File: src/rtl/vbi_anc_pkg.sv
package vbi_anc_pkg;

  localparam int unsigned NN_W = 6;

  typedef enum logic [2:0] {
    ST_IDLE,
    ST_HEAD,
    ST_DATA,
    ST_CSUM,
    ST_FILL
  } anc_state_e;

  // six-bit value with even-parity bit and its complement on top
  function automatic logic [7:0] anc_protect(input logic [5:0] v);
    return {~(^v), ^v, v};
  endfunction

endpackage

File: src/rtl/anc_hdr.sv
module anc_hdr
  import vbi_anc_pkg::*;
#(
  parameter int unsigned LEN_W = 8
) (
  input  logic             field_i,
  input  logic             after24_i,
  input  logic [5:0]       fmt_i,
  input  logic [9:0]       line_i,
  input  logic             match1_i,
  input  logic             match2_i,
  input  logic             err_i,
  input  logic [LEN_W-1:0] len_i,
  input  logic [2:0]       idx_i,
  output logic [7:0]       byte_o
);

  logic [LEN_W:0] words;
  logic [5:0]     did_v;

  always_comb begin
    words = ({1'b0, len_i} + (LEN_W+1)'(4)) >> 2;
    did_v = {3'b010, field_i, after24_i, 1'b1};
    case (idx_i)
      3'd0:    byte_o = 8'h00;
      3'd1:    byte_o = 8'hFF;
      3'd2:    byte_o = 8'hFF;
      3'd3:    byte_o = anc_protect(did_v);
      3'd4:    byte_o = anc_protect(fmt_i);
      3'd5:    byte_o = anc_protect(words[NN_W-1:0]);
      3'd6:    byte_o = line_i[7:0];
      default: byte_o = {3'b000, err_i, match1_i, match2_i, line_i[9:8]};
    endcase
  end

endmodule

File: src/rtl/anc_seq.sv
module anc_seq
  import vbi_anc_pkg::*;
#(
  parameter int unsigned LEN_W = 8
) (
  input  logic             clk,
  input  logic             rst_n,
  input  logic             start_i,
  input  logic [LEN_W-1:0] len_i,
  output anc_state_e       state_o,
  output logic [LEN_W-1:0] cnt_o,
  output logic             last_o
);

  localparam logic [LEN_W-1:0] HEAD_END = LEN_W'(7);
  localparam logic [LEN_W-1:0] ONE      = LEN_W'(1);

  anc_state_e       state_q, state_d;
  logic [LEN_W-1:0] cnt_q, cnt_d;
  logic [1:0]       fill_n;
  logic [LEN_W-1:0] fill_end;

  assign fill_n   = ~len_i[1:0];
  assign fill_end = LEN_W'(fill_n - 2'd1);

  always_comb begin
    state_d = state_q;
    cnt_d   = cnt_q;
    case (state_q)
      ST_IDLE: if (start_i) begin
        state_d = ST_HEAD;
        cnt_d   = '0;
      end
      ST_HEAD: begin
        if (cnt_q == HEAD_END) begin
          state_d = (len_i == '0) ? ST_CSUM : ST_DATA;
          cnt_d   = '0;
        end else begin
          cnt_d = cnt_q + ONE;
        end
      end
      ST_DATA: begin
        if (cnt_q == len_i - ONE) begin
          state_d = ST_CSUM;
          cnt_d   = '0;
        end else begin
          cnt_d = cnt_q + ONE;
        end
      end
      ST_CSUM: begin
        state_d = (fill_n == 2'd0) ? ST_IDLE : ST_FILL;
        cnt_d   = '0;
      end
      ST_FILL: begin
        if (cnt_q == fill_end) begin
          state_d = ST_IDLE;
          cnt_d   = '0;
        end else begin
          cnt_d = cnt_q + ONE;
        end
      end
      default: begin
        state_d = ST_IDLE;
        cnt_d   = '0;
      end
    endcase
  end

  always_ff @(posedge clk or negedge rst_n) begin
    if (!rst_n) begin
      state_q <= ST_IDLE;
      cnt_q   <= '0;
    end else begin
      state_q <= state_d;
      cnt_q   <= cnt_d;
    end
  end

  assign state_o = state_q;
  assign cnt_o   = cnt_q;
  assign last_o  = ((state_q == ST_CSUM) && (fill_n == 2'd0)) ||
                   ((state_q == ST_FILL) && (cnt_q == fill_end));

  // once a packet is running, the state machine never jumps back into the header
  p_no_restart_r10: assert property (@(posedge clk) disable iff (!rst_n)
    (state_q != ST_IDLE && state_q != ST_HEAD) |=> (state_q != ST_HEAD));

endmodule

File: src/rtl/anc_csum.sv
module anc_csum (
  input  logic       clk,
  input  logic       rst_n,
  input  logic       clear_i,
  input  logic       add_i,
  input  logic [7:0] byte_i,
  output logic [7:0] sum_o
);

  logic [7:0] sum_q, sum_d;
  logic       sum_en;

  assign sum_en = clear_i | add_i;

  always_comb begin
    if (clear_i) sum_d = 8'h00;
    else         sum_d = sum_q + byte_i;
  end

  always_ff @(posedge clk or negedge rst_n) begin
    if (!rst_n)      sum_q <= 8'h00;
    else if (sum_en) sum_q <= sum_d;
  end

  assign sum_o = sum_q;

endmodule

File: src/rtl/vbi_anc_packer.sv
module vbi_anc_packer
  import vbi_anc_pkg::*;
#(
  parameter int unsigned LEN_W     = 8,
  parameter logic [7:0]  FILL_BYTE = 8'h80
) (
  input  logic             clk,
  input  logic             rst_n,
  input  logic             pkt_start,
  input  logic             field_i,
  input  logic             after24_i,
  input  logic [5:0]       fmt_i,
  input  logic [9:0]       line_i,
  input  logic             match1_i,
  input  logic             match2_i,
  input  logic             err_i,
  input  logic [LEN_W-1:0] len_i,
  input  logic [7:0]       pay_data,
  output logic             pay_rd,
  output logic             out_valid,
  output logic [7:0]       out_data,
  output logic             out_last
);

  localparam int unsigned MAX_LEN  = 4 * ((1 << NN_W) - 1) - 1;
  localparam logic [LEN_W-1:0] SUM_FROM = LEN_W'(3);

  anc_state_e       state;
  logic [LEN_W-1:0] cnt;
  logic             load;
  logic [7:0]       hdr_byte, sum;
  logic             sum_add;

  // captured descriptor
  logic             field_q, after24_q, match1_q, match2_q, err_q;
  logic [5:0]       fmt_q;
  logic [9:0]       line_q;
  logic [LEN_W-1:0] len_q;

  assign load = pkt_start && (state == ST_IDLE);

  always_ff @(posedge clk or negedge rst_n) begin
    if (!rst_n) begin
      field_q   <= 1'b0;
      after24_q <= 1'b0;
      match1_q  <= 1'b0;
      match2_q  <= 1'b0;
      err_q     <= 1'b0;
      fmt_q     <= '0;
      line_q    <= '0;
      len_q     <= '0;
    end else if (load) begin
      field_q   <= field_i;
      after24_q <= after24_i;
      match1_q  <= match1_i;
      match2_q  <= match2_i;
      err_q     <= err_i;
      fmt_q     <= fmt_i;
      line_q    <= line_i;
      len_q     <= len_i;
    end
  end

  anc_seq #(.LEN_W(LEN_W)) u_seq (
    .clk     (clk),
    .rst_n   (rst_n),
    .start_i (pkt_start),
    .len_i   (len_q),
    .state_o (state),
    .cnt_o   (cnt),
    .last_o  (out_last)
  );

  anc_hdr #(.LEN_W(LEN_W)) u_hdr (
    .field_i   (field_q),
    .after24_i (after24_q),
    .fmt_i     (fmt_q),
    .line_i    (line_q),
    .match1_i  (match1_q),
    .match2_i  (match2_q),
    .err_i     (err_q),
    .len_i     (len_q),
    .idx_i     (cnt[2:0]),
    .byte_o    (hdr_byte)
  );

  assign sum_add = ((state == ST_HEAD) && (cnt >= SUM_FROM)) || (state == ST_DATA);

  anc_csum u_csum (
    .clk     (clk),
    .rst_n   (rst_n),
    .clear_i (load),
    .add_i   (sum_add),
    .byte_i  (out_data),
    .sum_o   (sum)
  );

  always_comb begin
    case (state)
      ST_HEAD: out_data = hdr_byte;
      ST_DATA: out_data = pay_data;
      ST_CSUM: out_data = sum;
      ST_FILL: out_data = FILL_BYTE;
      default: out_data = 8'h00;
    endcase
  end

  assign out_valid = (state != ST_IDLE);
  assign pay_rd    = (state == ST_DATA);

  // checker counter: bytes emitted in the current packet, modulo 4
  logic [1:0] chk_bytes_q;
  always_ff @(posedge clk or negedge rst_n) begin
    if (!rst_n)         chk_bytes_q <= 2'd0;
    else if (load)      chk_bytes_q <= 2'd0;
    else if (out_valid) chk_bytes_q <= chk_bytes_q + 2'd1;
  end

  p_last_valid_r9: assert property (@(posedge clk) disable iff (!rst_n)
    out_last |-> out_valid);

  p_quad_len_r9: assert property (@(posedge clk) disable iff (!rst_n)
    out_last |-> (chk_bytes_q == 2'd3));

  p_idle_after_last_r10: assert property (@(posedge clk) disable iff (!rst_n)
    out_last |=> !out_valid);

  p_rd_in_pkt_r7: assert property (@(posedge clk) disable iff (!rst_n)
    pay_rd |-> out_valid);

  p_hold_desc_r10: assert property (@(posedge clk) disable iff (!rst_n)
    out_valid |=> $stable(len_q) && $stable(line_q) && $stable(fmt_q));

  p_len_max_r5: assert property (@(posedge clk) disable iff (!rst_n)
    load |-> (int'(len_i) <= MAX_LEN));

  p_hdr_parity_r2: assert property (@(posedge clk) disable iff (!rst_n)
    ((state == ST_HEAD) && (cnt >= SUM_FROM) && (cnt < LEN_W'(6))) |->
      ((out_data[6] == ^out_data[5:0]) && (out_data[7] != out_data[6])));

endmodule

File: config.mk
export PLATFORM = sky130hd
export DESIGN_NAME = vbi_anc_packer
export DESIGN_NICKNAME = d
export VERILOG_FILES = /design/src/rtl/vbi_anc_pkg.sv /design/src/rtl/anc_hdr.sv /design/src/rtl/anc_seq.sv /design/src/rtl/anc_csum.sv /design/src/rtl/vbi_anc_packer.sv
export SDC_FILE = /design/constraint.sdc
export NUM_CORES = 1
export LEC_CHECK = 0
export BUFFER_PORTS_ARGS = -buffer_cell sky130_fd_sc_hd__buf_2
export CAP_MARGIN = 25
export CORE_MARGIN = 10
export CORE_UTILIZATION = 62
export DETAILED_ROUTE_END_ITERATION = 10
export PLACE_DENSITY = 0.95
export REMOVE_ABC_BUFFERS = 1
export SYNTH_ARGS = -nofsm -noshare
export SYNTH_HDL_FRONTEND = slang
export SYNTH_SLANG_ARGS = --single-unit
export TNS_END_PERCENT = 100
File: constraint.sdc
create_clock -name clk -period 11.68 [get_ports clk]
set_input_delay 1.752 -clock clk [delete_from_list [all_inputs] [get_ports clk]]
set_output_delay 1.752 -clock clk [all_outputs]
set_load 0.1 [all_outputs]
* Word-level counts from Yosys, hierarchy flattened
Cells that the tools add are included.
** Word-level totals
- Word-level logic and storage cells :: 70
- Bits in registers :: 48
- Output and inout port bits :: 11
- Bits of input ports :: 40
** Operators by class
- Eq/ne operators :: 17
- Muxes and demuxes :: 15
- Magnitude comparators :: 1
- Reduce and logical (&&, ||, !) cells :: 16
- Add/subtract/negate cells :: 5
- Bitwise operators :: 5
** Operators by type and width (number)
- $pmux 8 s4 :: 2
- $pmux 8 s6 :: 1
- $mux 8 :: 5
- $reduce_xor 6->1 :: 3
- $eq 8x8->1 :: 2
- $mux 3 :: 5
- $pmux 3 s5 :: 1
- $eq 3x2->1 const B :: 4
- $eq 3x3->1 const B :: 4
- $add 8x1->8 const B :: 1
- $add 8x3->8 const B :: 1
- $add 8x8->8 :: 1
- $eq 8x3->1 const B :: 1
- $ge 8x2->1 const B :: 1
- $logic_not 8->1 :: 1
- $sub 8x1->8 const B :: 1
- $eq 3x1->1 const B :: 2
- $logic_not 3->1 :: 2
- $ne 2x1->1 const B :: 3
- $logic_and 1x1->1 :: 4
- $reduce_and 4->1 :: 1
- $not 1->1 :: 3
- $reduce_bool 3->1 :: 1
- $sub 2x1->3 const B :: 1
- other kinds (7) :: 8

* Depth between registers and ports, before layout
Gate-level depths: netlist of run 1.
- Depth after elaboration :: 7
- Gate-level depth with buffers :: 17
- Mapped depth without buffers :: 16

* By module
Synthesis of run 1 repeated with hierarchy kept, for this count alone.
** Unflattened totals
- Cells, all modules :: 371
- Area total of the unflattened synthesis :: 3671.0 µm²
** Modules (own cells, without submodules)
- vbi_anc_packer :: cells each 101, seq. area each 725.7 µm², area an instance 1507.7 µm², instances 1
- anc_seq :: cells each 118, seq. area each 275.3 µm², area an instance 989.7 µm², instances 1
- anc_csum :: cells each 67, seq. area each 200.2 µm², area an instance 646.9 µm², instances 1
- anc_hdr :: cells each 85, seq. area each 0.0 µm², area an instance 526.8 µm², instances 1

* Least setup slack after synthesis of run 1
OpenSTA, ideal clock, no wires.
- Kind :: input-to-reg
- Start :: input port pay_data[2]
- End :: register u_csum.sum_q[7], in the netlist u_csum.sum_o[7]
- Setup time :: 0.124 ns
- Setup slack :: 6.366 ns
- Stages on the path :: 10
- Buffers on the path :: 0
- Data required time :: 11.556 ns
- Arrival :: 5.190 ns
- Path through :: mux2_2 nand2_1 a21oi_1 ha_1 a21oi_1 o21ai_1 o41ai_1 nor3b_1 nor4bb_1 a211o_1
** Between the ends
- Longest elaborated chain between the ends :: 3
** RTL lines
- start, declared :: line vbi_anc_packer.sv:18 : input logic [7:0] pay_data,
- $pmux 8 s4 :: line vbi_anc_packer.sv:99 : case (state)
- via out_data[2] :: line vbi_anc_packer.sv:21 : output logic [7:0] out_data,
- $add 8x8->8 :: line anc_csum.sv:17 : else sum_d = sum_q + byte_i;
- $mux 8 :: line anc_csum.sv:16 : if (clear_i) sum_d = 8'h00;
- end signal, assigned :: line anc_csum.sv:22 : else if (sum_en) sum_q <= sum_d;
- end, declared :: line anc_csum.sv:10 : logic [7:0] sum_q, sum_d;
The timed path passes the listed nets, and every way through them passes these cells.
A chain may end at the register's enable or synchronous reset.

* Final worst setup path of run 1
- Start :: register u_seq.cnt_q[2], in the netlist u_seq.cnt_o[2]
- End :: output port out_data[1]
** Between the ends
- Longest elaborated chain between the ends :: 4
- Elaborated cells between the ends (all ways) :: 10
- Classes of those cells :: eq/ne: 6; mux: 2; reduce/logical: 2
** RTL lines
- start, declared :: line anc_seq.sv:19 : logic [LEN_W-1:0] cnt_q, cnt_d;
- start signal, assigned :: line anc_seq.sv:75 : cnt_q <= cnt_d;
- $eq 3x1->1 / $eq 3x2->1 (equally long branches) :: line anc_hdr.sv:24 : case (idx_i)
- $reduce_or 2->1 (no source line)
- $pmux 8 s6 * :: line anc_hdr.sv:24
- $pmux 8 s4 * :: line vbi_anc_packer.sv:99
- end, declared :: line vbi_anc_packer.sv:21
Mark *: on every way between the ends. The rest lies on a longest branch, timed or not.

==> qor.txt, run 1 <==
Starting Density = 65.36%
crit path kind = reg2out
endpoints failing hold = 0
hold buffers post-CTS = 0
FP Rows = 26
Avg Inst Size Synth = 8.309 um^2
Final Critical Period = 5.036 ns
vias post-DR = 3,116
Die ar. = 8893 um^2
CTS tree = yes
CP Launch Point = u_seq.cnt_o[2]
DR iter-0 viols = 468
outcome = finished clean
Max Cap Violations = 0
count of cell types in the netlist = 63
Clock Power Share = 8.2%
Seq pwr share = 26.2%
Async S/R FF share, synth = 100.0%
clock transition at the registers of the reported paths = 0.09 ns
CP required = 9.93 ns
core area = 5238 um^2
final setup fails = 0
min-delay worst type = reg2reg
Sink Count = 48
Pint = 0.5819 mW
most common flop cell mapped by yosys = dfrtp_1
Clk Tree Root Cell = clkbuf_8
Syn-to-layout area delta = 11.62%
Worst Skew = 0.01116 ns
ratio of cells with drive above 1 in the final layout = 18.49%
GPL Wtd Cong = 0.8824
Slew headroom = 58.65%
P_sw = 0.7024 mW
vias in the first global route = 3,114
Peak Freq = 0.1986 GHz
Final Max Slew Viols = 0
CP Data Arrival Time = 3.28 ns
fin worst setup slack = 6.644 ns
Syn Inst Count = 412
number of I/O pins = 51
CP endpoint kind = primary output
Filler cells = 405
pre-CTS setup slack = 6.901 ns
remaining routing DRC violations = 0
total gr overflow = 0
GRT Total Usage = 19.91%
remaining antenna violation count = 0
H-tree levels = 2
critical hold path startpoint = line_q[1]
Post-Syn Area = 3423 um^2
vias per std cell = 6.004
FF-to-FF Start = u_seq.cnt_o[2]
Die Wd = 94.31 um
post-layout util = 72.96%
Clock Tree Buf Depth = 2
switching share of power = 54.69%
largest net degree at the start of global routing = 49
DIE HEIGHT = 94.31 um
setup bufs post-CTS = 0
combinational share of power = 65.6%
post-synthesis sequential area ratio = 35.09%
PortBufs = 50
first-pass GRT wire length = 14.47 mm
RSZ-0062 raised after global routing = no
initial antenna violation count = 0
Pre-antenna DRT Iters = 5
DRT Wirelength = 8.614 mm
Lkg Pwr = 1.868 nW
CTS buffer count = 5
Worst setup SP type = flop
slew at the pin closest to its max-slew limit = 0.6122 ns
VDD IR-drop max = 0.2004 mV
Inserted Diodes = 0
WL per Instance = 16.60 um
warnings from Yosys = 0
hold_ws = 0.4920 ns
nets@finish = 505
synthesized flop and latch total = 48
DP Wirelength = 6.284 mm
post-CTS sizing = 0
final worst-path cycle share = 43.12%
setup TNS = 0 ns
Post-synth EDFFs = 0
Clock Latency Late Sink = 0.31 ns
CP max FO = 15
Power Density = 336.1 nW/um^2
state kept, by name, indices dropped and copies added (netlist names):
name / count
u_csum.sum_o: 8
after24_q: 1
match1_q: 1
match2_q: 1
field_q: 1
err_q: 1
u_seq.cnt_o: 8
u_seq.state_o: 3
fmt_q: 6
line_q: 10
len_q: 8
cells in the mapped netlist (all sizes together), types with 4 or more instances:
cell type  number  area share (%)
dfrtp          48              35
nand2         112              12
and2            8             1.5
nor3           10             1.9
xor2            8             2.0
a222oi          4             1.2
nand2b          5            0.91
o22ai          10             2.0
ha             16             5.8
clkbuf         15             1.7
xnor2          21             6.4
nor2           22             2.4
a21oi          12             1.8
o21ai          20             2.9
buf             9             1.4
mux2            6             2.0
nand3          11             1.6
inv            15             1.6
logic make-up after synthesis:
kind of cell             Yosys count  synth area share (%)
AND/OR/NAND/NOR                  192                 25.69
AO/OA/AOI/OAI                     78                 16.45
flip-flops                        48                 35.09
buffers and inverters             39                 4.715
XOR/XNOR                          30                 9.064
adder cells (fa/ha/maj)           17                 6.433
multiplexers                       8                 2.558
routing by layer:
metal	vias up	global-route usage, %	wire length (um)
li1	1485	-	-
met1	1455	24.75	3649
met2	155	32.49	4017
met3	21	4.876	776
met4	0	7.595	172
met5	-	0	0
cell usage in the layout, fill, tap and decap left out, types with 4 or more instances in the layout:
| cell type | netlist | routed |
|---|---|---|
| buf_2 | 8 | 50 |
| clkbuf_8 | 0 | 6 |
| ha_1 | 16 | 16 |
| a222oi_1 | 4 | 4 |
| nand3_1 | 11 | 11 |
| o22ai_1 | 9 | 9 |
| nand2b_1 | 5 | 5 |
| and2_1 | 8 | 8 |
| nand2_1 | 111 | 111 |
| dfrtp_1 | 48 | 48 |
| xnor2_1 | 18 | 18 |
| inv_1 | 15 | 15 |
| o21ai_0 | 13 | 13 |
| a21oi_1 | 12 | 12 |
| nor2_1 | 22 | 22 |
| mux2_2 | 6 | 6 |
| o21ai_1 | 7 | 7 |
| nor3_1 | 7 | 7 |
| xor2_1 | 8 | 8 |
worst max-delay path, cell delays in order, from the launching register on:
cell and delay [ns]:
dfrtp_1 0.67, inv_1 0.22, ha_1 0.35, nor4_1 0.48
a221oi_1 0.19, a21oi_1 0.26, a21oi_1 0.07, nor2_1 0.24
buf_2 0.49
worst paths after layout:
| check | endpoint | slack [ns] | cells past startpoint |
|---|---|---|---|
| setup / recovery | out_data[1] | 6.64 | 8 |
| min in group asynchronous | u_csum.sum_o[3] | 1.26 | 1 |
| hold / removal | line_q[1] | 0.49 | 2 |
| hold reg to reg | line_q[1] | 0.49 | 2 |
| setup reg to reg | u_csum.sum_o[7] | 7.05 | 15 |
| max in group asynchronous | u_seq.cnt_o[0] | 9.94 | 2 |
through the flow:
step / instances / power, mW / cell area, um^2
final: 519 / 1.284 / 3821
after floorplan: 388 / 0.9769 / 3318
after global placement: 508 / 1.114 / 3656
after global routing: 519 / 1.373 / 3821
after detailed placement: 508 / 1.151 / 3656
after CTS: 516 / 1.259 / 3746
cell type report:
cell class | count | area, um^2 | share of cell area [%]
timing repair buffer | 53 | 325.3 | 8.513
tap | 70 | 87.58 | 2.292
multi-input combinational | 325 | 2061 | 53.93
inverter | 15 | 56.30 | 1.473
sequential | 48 | 1201 | 31.43
clock buffer | 8 | 90.09 | 2.358
power groups by stage:
stage | Clock [mW] | Sequential [mW] | Combinational (mW)
floorplan | 0 | 0.306 | 0.671
global placement | 0 | 0.329 | 0.785
global route | 0.111 | 0.346 | 0.916
detailed placement | 0 | 0.337 | 0.814
finish | 0.105 | 0.336 | 0.843
CTS | 0.106 | 0.333 | 0.820
No activity file was read; power rests on OpenSTA's default activity.
==> run 2, diff against run 1 <==
ABC_AREA = 1   (was not set)
CORE_UTILIZATION = 58   (was 62)
PLACE_DENSITY = 0.92   (was 0.95)
clock period = 4.95 ns   (was 11.68 ns; I/O delays follow)
==> run 2 against run 1 <==
Compared with the run above:
- non-clock buffer count grew 1
- global-route usage down 1.5 points
- synthesized cell count increased by 12%
- sequential share of layout area is 0.18 points higher
- first-iteration DRC count shrank 50%
- area after synthesis is 0.69% lower
- via count up 4.1%
- final cell count is 12% higher
- largest cell class unchanged
- register-to-register slack worse by 5.6 ns
==> qor.txt, run 2 <==
vias in the first global route = 3,182
nets@finish = 567
Inserted Diodes = 0
Syn Inst Count = 461
Synth top area share = 35.33%
DIE HEIGHT = 96.56 um
Clk Tree Root Cell = clkbuf_8
cell taking the most area after synthesis = dfrtp_1
hold buffers post-CTS = 0
Clock Tree Buf Depth = 2
Avg Inst Size Synth = 7.374 um^2
register name with the most flops = line_q
RSZ-0062 raised after global routing = no
Final Max Slew Viols = 0
top-count cell post-synth = nand2_1
CP required = 4.21 ns
ratio of cells with drive above 1 in the final layout = 18.79%
CP endpoint kind = primary output
warnings from Yosys = 0
Post-synth EDFFs = 0
Starting Density = 60.62%
final worst-path cycle share = 73.18%
most frequent cells in the layout = 168 x nand2_1, 50 x buf_2, 48 x dfrtp_1, 38 x inv_1, 28 x nand3_1
most common cell after layout, fill and taps aside = nand2_1
final setup fails = 0
GPL Wtd Cong = 0.9663
count of cell types in the netlist = 44
post-CTS sizing = 0
number of I/O pins = 51
first-pass GRT wire length = 13.91 mm
clock transition at the registers of the reported paths = 0.10 ns
hold_ws = 0.3858 ns
Sink Count = 48
GRT Total Usage = 18.37%
H-tree levels = 2
slew at the pin closest to its max-slew limit = 0.6881 ns
vias per std cell = 5.563
largest net degree at the start of global routing = 49
core area = 5608 um^2
met3 routed WL = 711 um
Filler cells = 479
Peak Freq = 0.2761 GHz
Syn-to-layout area delta = 11.78%
DP Wirelength = 6.512 mm
WL per Instance = 14.36 um
Pre-antenna DRT Iters = 5
post-synthesis sequential area ratio = 35.33%
initial antenna violation count = 0
CP Data Arrival Time = 2.88 ns
ranking of synthesized cells by area = dfrtp_1 35%, nand2_1 19%, ha_1 5.9%
endpoints failing hold = 0
commonest cells in the netlist = 168 x nand2_1, 48 x dfrtp_1, 38 x inv_1
total gr overflow = 0
outcome = finished clean
setup TNS = 0 ns
Async S/R FF share, synth = 100.0%
DRT Wirelength = 8.372 mm
Largest register FFs = 10
Slew headroom = 53.88%
CP max FO = 9
PortBufs = 50
Clock Latency Late Sink = 0.31 ns
remaining routing DRC violations = 0
CTS buffer count = 5
met2 WL post-DR = 3.864 mm
Max Cap Violations = 0
Worst setup SP type = flop
crit path kind = reg2out
FP Rows = 27
Final Critical Period = 3.622 ns
wl on met1 = 3.576 mm
synthesized flop and latch total = 48
CTS tree = yes
Worst Skew = 0.008730 ns
remaining antenna violation count = 0
Max Used Layer = met4
Die ar. = 9324 um^2
most common flop cell mapped by yosys = dfrtp_1
DR iter-0 viols = 232
vias post-DR = 3,243
Post-Syn Area = 3400 um^2
min-delay worst type = in2async
Die Wd = 96.56 um
setup bufs post-CTS = 0
-- run 2: metal layers --
layer  up-vias  GRT usage, %
met5         -             0
met4         0         6.295
met3        23         3.855
met2       161         31.12
met1      1463         22.65
li1       1596             -
-- run 2: per-stage QoR --
| stage | setup WS [ns] | instances | util, % | area, um^2 |
|---|---|---|---|---|
| global placement | 1.616 | 574 | 65.84 | 3692 |
| finish | 1.328 | 583 | 67.76 | 3800 |
| global route | 1.089 | 583 | 67.76 | 3800 |
| detailed placement | 1.485 | 574 | 65.84 | 3692 |
| floorplan | -1.131 | 449 | - | 3329 |
| CTS | 1.382 | 582 | 67.40 | 3780 |
-- run 2: final cells by class --
class	count	area, um^2	share of cell area (%)
clock inverter	3	18.77	0.4939
sequential	48	1201	31.61
tap	72	90.09	2.371
clock buffer	5	68.82	1.811
timing repair buffer	54	292.8	7.705
multi-input combinational	351	1936	50.94
inverter	50	192.7	5.071
-- run 2: logic make-up (layout without fill, tap and decap cells) --
family                     Yosys count  in the layout  share of synthesized area [%]
xor gates and xnor gates            23             23                          5.926
adders and majority gates           17             17                          6.478
AOI/OAI and AO/OA                   69             69                          12.62
and+or+nand+nor                    242            242                          31.91
DFF                                 48             48                          35.33
buffers and inverters               62            112                          7.729
-- run 2: path summary, 6_finish.rpt --
check	cells after the start	endpoint	startpoint	slack, ns
max in group asynchronous	2	line_q[6]	rst_n	4.04
max reg2reg	25	u_csum.sum_o[7]	len_q[2]	1.42
min reg2reg	2	match1_q	match1_q	0.49
max	15	out_data[6]	len_q[2]	1.33
min	1	len_q[0]	rst_n	0.39
min in group clk	2	match1_q	match1_q	0.49
-- run 2: worst max-delay path: stages, from the launching register on --
cell and delay (ns):
dfrtp_1 0.60, inv_6 0.09, ha_1 0.36, inv_1 0.11
nand2_1 0.07, nand2_1 0.09, nand2_1 0.07, nand2_1 0.07
nand2_1 0.04, nand2_1 0.08, inv_1 0.05, nand2_1 0.08
a21oi_1 0.08, o31ai_1 0.32, nand2_1 0.12, buf_2 0.31
Power of run 2 is left out: the tool's default activity adds up to more than one toggle a clock period on the data nets, which glitch-free logic cannot reach.
